## config.mk

```make
export PLATFORM = sky130hd
export DESIGN_NAME = lineRefill
export DESIGN_NICKNAME = d
export VERILOG_FILES = /design/src/rtl/refillPkg.sv /design/src/rtl/refillCtrl.sv /design/src/rtl/refillDatapath.sv /design/src/rtl/lineRefill.sv
export SDC_FILE = /design/constraint.sdc
export NUM_CORES = 1
export LEC_CHECK = 0
export BUFFER_PORTS_ARGS = -buffer_cell sky130_fd_sc_hd__buf_4
export CAP_MARGIN = 20
export CORE_ASPECT_RATIO = 1.1
export CORE_UTILIZATION = 57
export CTS_CLUSTER_SIZE = 8
export DETAILED_ROUTE_END_ITERATION = 16
export PLACE_DENSITY = 0.88
export SLEW_MARGIN = 20
export SYNTH_ARGS = -nofsm -noshare
export SYNTH_HDL_FRONTEND = slang
export SYNTH_HIERARCHICAL = 1
export SYNTH_SLANG_ARGS = --single-unit
```

## constraint.sdc

```tcl
create_clock -name clk -period 6.7 [get_ports clk]
set_input_delay 0.67 -clock clk [delete_from_list [all_inputs] [get_ports clk]]
set_output_delay 0.67 -clock clk [all_outputs]
set_load 0.01 [all_outputs]
```

## src/rtl/refillPkg.sv

```systemverilog
package refillPkg;

  typedef enum logic [1:0] {
    ST_IDLE   = 2'd0,
    ST_REQ    = 2'd1,
    ST_BEAT   = 2'd2,
    ST_FINISH = 2'd3
  } refillState_t;

  // strobes from control to datapath
  typedef struct packed {
    logic captureMiss;  // latch address and mode, drop line valid
    logic startBurst;   // request accepted, clear beat counter
    logic beatFire;     // one beat accepted this cycle
    logic commitLine;   // write tag, raise line valid
  } refillStrobes_t;

endpackage

```

## src/rtl/refillCtrl.sv

```systemverilog
module refillCtrl
  import refillPkg::*;
(
  input  logic           clk,
  input  logic           rstN,
  input  logic           missValid,
  input  logic           memReqReady,
  input  logic           memBeatValid,
  input  logic           lastBeat,
  output logic           busy,
  output logic           memReqValid,
  output logic           memBeatReady,
  output refillStrobes_t strb
);

  refillState_t stateQ, stateD;

  always_ff @(posedge clk or negedge rstN) begin
    if (!rstN) stateQ <= ST_IDLE;
    else       stateQ <= stateD;
  end

  always_comb begin
    stateD = stateQ;
    unique case (stateQ)
      ST_IDLE:   if (missValid)                 stateD = ST_REQ;
      ST_REQ:    if (memReqReady)               stateD = ST_BEAT;
      ST_BEAT:   if (memBeatValid && lastBeat)  stateD = ST_FINISH;
      ST_FINISH:                                stateD = ST_IDLE;
      default:                                  stateD = ST_IDLE;
    endcase
  end

  assign busy         = (stateQ != ST_IDLE);
  assign memReqValid  = (stateQ == ST_REQ);
  assign memBeatReady = (stateQ == ST_BEAT);

  always_comb begin
    strb             = '0;
    strb.captureMiss = (stateQ == ST_IDLE)   && missValid;
    strb.startBurst  = (stateQ == ST_REQ)    && memReqReady;
    strb.beatFire    = (stateQ == ST_BEAT)   && memBeatValid;
    strb.commitLine  = (stateQ == ST_FINISH);
  end

endmodule

```

## src/rtl/refillDatapath.sv

```systemverilog
module refillDatapath
  import refillPkg::*;
#(
  parameter int WORDS  = 4,
  parameter int DATA_W = 32,
  parameter int ADDR_W = 24
) (
  input  logic                        clk,
  input  logic                        rstN,
  input  refillStrobes_t              strb,
  input  logic [ADDR_W-1:0]           missAddr,
  input  logic                        modeCwf,
  input  logic [DATA_W-1:0]           memBeatData,
  input  logic [$clog2(WORDS)-1:0]    rdIdx,
  output logic                        lastBeat,
  output logic [ADDR_W-1:0]           memReqAddr,
  output logic                        memReqWrap,
  output logic                        respValid,
  output logic [DATA_W-1:0]           respData,
  output logic                        lineWe,
  output logic [$clog2(WORDS)-1:0]    lineWordIdx,
  output logic [DATA_W-1:0]           lineWdata,
  output logic                        lineValid,
  output logic [ADDR_W-$clog2(WORDS)-1:0] lineTag,
  output logic [DATA_W-1:0]           rdData
);

  localparam int OFF_W = $clog2(WORDS);
  localparam int TAG_W = ADDR_W - OFF_W;

  logic [ADDR_W-1:0] reqAddrQ;
  logic              cwfQ;
  logic [OFF_W-1:0]  beatCntQ;
  logic [OFF_W-1:0]  critIdx;
  logic [OFF_W-1:0]  startIdx;
  logic [OFF_W-1:0]  curIdx;
  logic [TAG_W-1:0]  reqTag;
  logic [DATA_W-1:0] lineWords [WORDS];

  assign critIdx  = reqAddrQ[OFF_W-1:0];
  assign reqTag   = reqAddrQ[ADDR_W-1:OFF_W];
  assign startIdx = cwfQ ? critIdx : '0;
  // power-of-two line length: the adder wraps at the line boundary
  assign curIdx   = startIdx + beatCntQ;
  assign lastBeat = (beatCntQ == OFF_W'(WORDS - 1));

  // miss capture
  always_ff @(posedge clk or negedge rstN) begin
    if (!rstN) begin
      reqAddrQ <= '0;
      cwfQ     <= 1'b0;
    end else if (strb.captureMiss) begin
      reqAddrQ <= missAddr;
      cwfQ     <= modeCwf;
    end
  end

  // beat counter
  always_ff @(posedge clk or negedge rstN) begin
    if (!rstN)                beatCntQ <= '0;
    else if (strb.startBurst) beatCntQ <= '0;
    else if (strb.beatFire)   beatCntQ <= beatCntQ + 1'b1;
  end

  // burst request fields
  assign memReqAddr = cwfQ ? reqAddr : {reqTag, {OFF_W{1'b0}}};
  assign memReqWrap = cwfQ;

  // processor release and array write port
  assign respValid   = strb.beatFire && (curIdx == critIdx);
  assign respData    = memBeatData;
  assign lineWe      = strb.beatFire;
  assign lineWordIdx = curIdx;
  assign lineWdata   = memBeatData;

  // line buffer storage, one register per word
  for (genvar w = 0; w < WORDS; w++) begin : g_word
    logic [DATA_W-1:0] wordQ;
    always_ff @(posedge clk or negedge rstN) begin
      if (!rstN)
        wordQ <= '0;
      else if (strb.beatFire && (curIdx == OFF_W'(w)))
        wordQ <= memBeatData;
    end
    assign lineWords[w] = wordQ;
  end

  assign rdData = lineWords[rdIdx];

  // tag and valid
  always_ff @(posedge clk or negedge rstN) begin
    if (!rstN) begin
      lineValid <= 1'b0;
      lineTag   <= '0;
    end else if (strb.captureMiss) begin
      lineValid <= 1'b0;
    end else if (strb.commitLine) begin
      lineValid <= 1'b1;
      lineTag   <= reqTag;
    end
  end

  logic [ADDR_W-1:0] reqAddr;
  assign reqAddr = reqAddrQ;

endmodule

```

## src/rtl/lineRefill.sv

```systemverilog
module lineRefill
  import refillPkg::*;
#(
  parameter int WORDS  = 4,
  parameter int DATA_W = 32,
  parameter int ADDR_W = 24
) (
  input  logic                            clk,
  input  logic                            rstN,
  input  logic                            missValid,
  input  logic [ADDR_W-1:0]               missAddr,
  input  logic                            modeCwf,
  output logic                            busy,
  output logic                            respValid,
  output logic [DATA_W-1:0]               respData,
  output logic                            memReqValid,
  input  logic                            memReqReady,
  output logic [ADDR_W-1:0]               memReqAddr,
  output logic                            memReqWrap,
  input  logic                            memBeatValid,
  output logic                            memBeatReady,
  input  logic [DATA_W-1:0]               memBeatData,
  output logic                            lineWe,
  output logic [$clog2(WORDS)-1:0]        lineWordIdx,
  output logic [DATA_W-1:0]               lineWdata,
  output logic                            lineValid,
  output logic [ADDR_W-$clog2(WORDS)-1:0] lineTag,
  input  logic [$clog2(WORDS)-1:0]        rdIdx,
  output logic [DATA_W-1:0]               rdData
);

  refillStrobes_t strb;
  logic           lastBeat;

  refillCtrl ctrl_i (
    .clk          (clk),
    .rstN         (rstN),
    .missValid    (missValid),
    .memReqReady  (memReqReady),
    .memBeatValid (memBeatValid),
    .lastBeat     (lastBeat),
    .busy         (busy),
    .memReqValid  (memReqValid),
    .memBeatReady (memBeatReady),
    .strb         (strb)
  );

  refillDatapath #(
    .WORDS  (WORDS),
    .DATA_W (DATA_W),
    .ADDR_W (ADDR_W)
  ) dp_i (
    .clk         (clk),
    .rstN        (rstN),
    .strb        (strb),
    .missAddr    (missAddr),
    .modeCwf     (modeCwf),
    .memBeatData (memBeatData),
    .rdIdx       (rdIdx),
    .lastBeat    (lastBeat),
    .memReqAddr  (memReqAddr),
    .memReqWrap  (memReqWrap),
    .respValid   (respValid),
    .respData    (respData),
    .lineWe      (lineWe),
    .lineWordIdx (lineWordIdx),
    .lineWdata   (lineWdata),
    .lineValid   (lineValid),
    .lineTag     (lineTag),
    .rdData      (rdData)
  );

endmodule

```

==> flow_summary_export.csv <==
group,metric,value,unit
worst_setup_path,crit_path_start_kind,"flip-flop",
logic_synthesis,muxShareOfSynthArea,0.3261,
logic_synthesis,syn_inst,540,
worst_setup_path,cp_slowest_cell,"nand3b_2",
die,start_util,0.5933,
logic_synthesis,synth_seq_cells,180,
logic_synthesis,synth-main-ff-cell,"dfrtp_1",
logic_synthesis,yosys.area.top_type_share,0.5415,
logic_synthesis,ys_warn_count,6,
hold_path,hp-class,"input port to asynchronous set/reset pin",
logic_synthesis,yosys.area_share.adder,0.009025,
finish,drive_gt1_frac,0.6740,
power,vdd_ir_drop_max,342.0,µV
cts,htreeDepth,4,
cts,cts_resized,0,
route,via_count,4727,
power,p_leak,0.004637,µW
worst_setup_path,timing.critical_path.depth,6,
timing,whs,0.3321,ns
finish,antenna_cells,0,
cts,cts-root-buf,"clkbuf_16",
logic_synthesis,synth_area_leaders,"dfrtp_1 54%, mux2_2 23%, mux4_2 8.7%",
timing,period_share,0.4329,
worst_setup_path,reg2reg_slack,3.80,ns
logic_synthesis,synth_edf_count,0,
cts,cts_buffers,17,
grt,gr-usage-all-layers,0.2297,
logic_synthesis,syn_area_per_cell,15.40,µm²
logic_synthesis,synth_most_common_cell,"dfrtp_1",
worst_setup_path,critical_path.startpoint,"dp_i/reqAddr[0]",
timing,slew_headroom,0.2770,
worst_setup_path,cp-endpoint,"dp_i/g_word[0].wordQ[1]",
worst_setup_path,r2r_cells,6,
finish,finish.utilization,0.7153,
timing,fin_crit,2.901,ns
worst_setup_path,cp.arrival,3.20,ns
timing,tns,0,ns
route,drt_iter0_drc,167,
worst_setup_path,slowest_delay,0.79,ns
place,place.port_buffers,214,
logic_synthesis,yosysSeqAreaShare,0.5415,
worst_setup_path,cpMostUsedCell,"xor2_2",
route,vias_per_cell,5.458,
cts,clk_pin_slew,0.06,ns
worst_setup_path,critPathMaxFanout,32,
status,status,"finished, final reports clean",
grt,first_global_vias,5031,
logic_synthesis,syn_nets,610,
logic_synthesis,yosysUniqueCellTypes,23,
power,total_power,4737,µW
timing,fmax,344.8,MHz
logic_synthesis,synthXorXnorAreaFrac,0.007070,
logic_synthesis,synth_area,8318,µm²
place,place.gp.congestion,0.7893,
route,route.detailed.drc,0,
die,coreArea,14020,µm²
die,fp.dieArea,15080,µm²
grt,antenna_found_initial,0,
grt,grt_pass1_wl,25550,µm
worst_setup_path,reg2reg_from,"dp_i/reqAddr[0]",
power,power_density,472.4,nW/µm²
cts,ctsHoldBuffers,0,
cts,clock_sinks,180,
die,die_x,117.2,µm
die,io_pins,215,
die,die_h,128.7,µm
cts,cts_tree,"yes",
logic_synthesis,async_flop_share,1.000,
timing,worst_slew_pin_slew,1.082,ns
timing,rsz0062_at_grt,"false",
worst_setup_path,worstReg2RegEnd,"dp_i/g_word[0].wordQ[1]",
cts,insertion_delay,0.42,ns
worst_setup_path,cp.required,7.00,ns
worst_setup_path,critPathKind,"flip-flop to flip-flop",
timing,skew,0.004931,ns
logic_synthesis,yosys.area_share.simple,0.01294,
place,hpwlAfterDp,10570,µm
finish,finalInstanceArea,10030,µm²
die,rows,45,
finish,nets,735,
logic_synthesis,synthTopCellsByCount,"180 x dfrtp_1, 167 x mux2_2, 88 x buf_4, 32 x mux4_2, 10 x buf_2",
grt,grt_max_degree,100,
logic_synthesis,synth_area_leader_cell,"dfrtp_1",
logic_synthesis,synth_compound_area_frac,0.003008,
route,drtAntennaViolNets,0,
timing,hold_violations,0,
cts,cts_setup_buffers,0,
worst_setup_path,cp-end-kind,"flip-flop",
finish,area_delta_synth_final,20.56,%
route,post_drt_wl_per_cell,18.58,µm
worst_setup_path,worstPathBufferInverterCount,0,
cts,clock_tree.buffer_depth,2,
place,place_area,9400,µm²
route,route.final.wire_length,16090,µm
timing,slew_viol_final,0,
run,maxCapViolations,0,
grt,grt-ovfl-total,0,
worst_setup_path,worst_path_dominant_cell_family,"simple AND/OR/NAND/NOR gates",
worst_setup_path,path_cells,"and2_1, ha_1, xor2_2, xor2_2, nand3b_2, mux2_2",
route,dr.pass1.iters,4,
logic_synthesis,synth_top_family_by_area,"multiplexers",
timing,setup_violations,0,
==> how the worst min path moves through the flow <==
stage                                         end                     from  slack (ns)  cells after the start
final                     dp_i/g_word[0].wordQ[9]                     rstN        0.33                      1
after global routing      dp_i/g_word[1].wordQ[7]                     rstN        0.40                      1
after CTS                 dp_i/g_word[0].wordQ[7]                     rstN        0.37                      1
after detailed placement  dp_i/g_word[1].wordQ[8]  dp_i/g_word[1].wordQ[8]        0.47                      1
after global placement    dp_i/g_word[1].wordQ[5]  dp_i/g_word[1].wordQ[5]        0.46                      1
after floorplan                  ctrl_i/stateQ[0]                     rstN        0.37                      0
==> power by group <==
part           switching [µW]  internal (µW)
clock                     405            547
combinational             732           1130
sequential                301           1630
total                    1440           3300
==> metrics by stage <==
stage | setup WS [ns] | instances
finish | 3.799 | 866
CTS | 3.728 | 864
global placement | 3.792 | 832
detailed placement | 3.749 | 832
global route | 3.635 | 866
floorplan | 4.276 | 540
==> cell usage in the layout (no fill, tap or decap), types with 2 or more instances in the layout <==
master	Yosys	routed
and2_1	3	3
clkbuf_1	6	2
nor2_1	6	4
xor2_2	2	2
nand2_1	3	3
mux2_2	167	167
mux2_1	9	9
bufinv_16	0	2
ha_1	6	6
mux4_2	32	32
inv_1	6	6
clkinvlp_4	0	5
clkbuf_16	0	17
buf_4	88	216
clkinv_2	0	4
buf_16	0	2
nor2b_4	0	2
dfrtp_1	180	180
nor2b_1	4	2
xnor2_1	3	3
==> worst reg2reg max path, delay by kind of cell, from the launching register on <==
family	cells	cell delay, ns
simple gates	2	0.98
xor+xnor	2	0.59
mux	1	0.59
flops	1	0.41
fa+ha+maj	1	0.22
==> state kept, by name (all words and copies together), names as in the netlist <==
| name | flops |
|---|---|
| dp_i/lineValid | 1 |
| dp_i/g_word.wordQ | 128 |
| dp_i/lineTag | 22 |
| ctrl_i/stateQ | 2 |
| dp_i/beatCntQ | 2 |
| dp_i/reqAddr | 24 |
| dp_i/memReqWrap | 1 |
==> cell families (layout without fill, tap and decap cells) <==
| kind of cell | Yosys count | count (layout) |
|---|---|---|
| DFF | 180 | 180 |
| xor gates and xnor gates | 5 | 5 |
| muxes | 209 | 209 |
| adders and majority gates | 6 | 6 |
| and+or+nand+nor | 19 | 19 |
| buffers and inverters | 119 | 257 |
| AOI/OAI and AO/OA | 2 | 2 |
==> layout make-up <==
type	count	area (µm²)
clock inverters	13	135.1
clock buffers	19	432.9
fillers	912	3991
multi-input cells	241	3010
well taps	188	235.2
inverters	6	22.52
flip-flops and latches	180	4504
repair buffers	219	1688
==> routing by layer <==
layer / GRT usage / up-vias / share of wire
li1: - / 2075 / -
met1: 0.2672 / 2463 / 0.38
met2: 0.4007 / 172 / 0.53
met3: 0.06924 / 17 / 0.068
met4: 0.08042 / 0 / 0.013
met5: 0 / - / 0
Note: power is estimated with default switching activity, not from simulation.
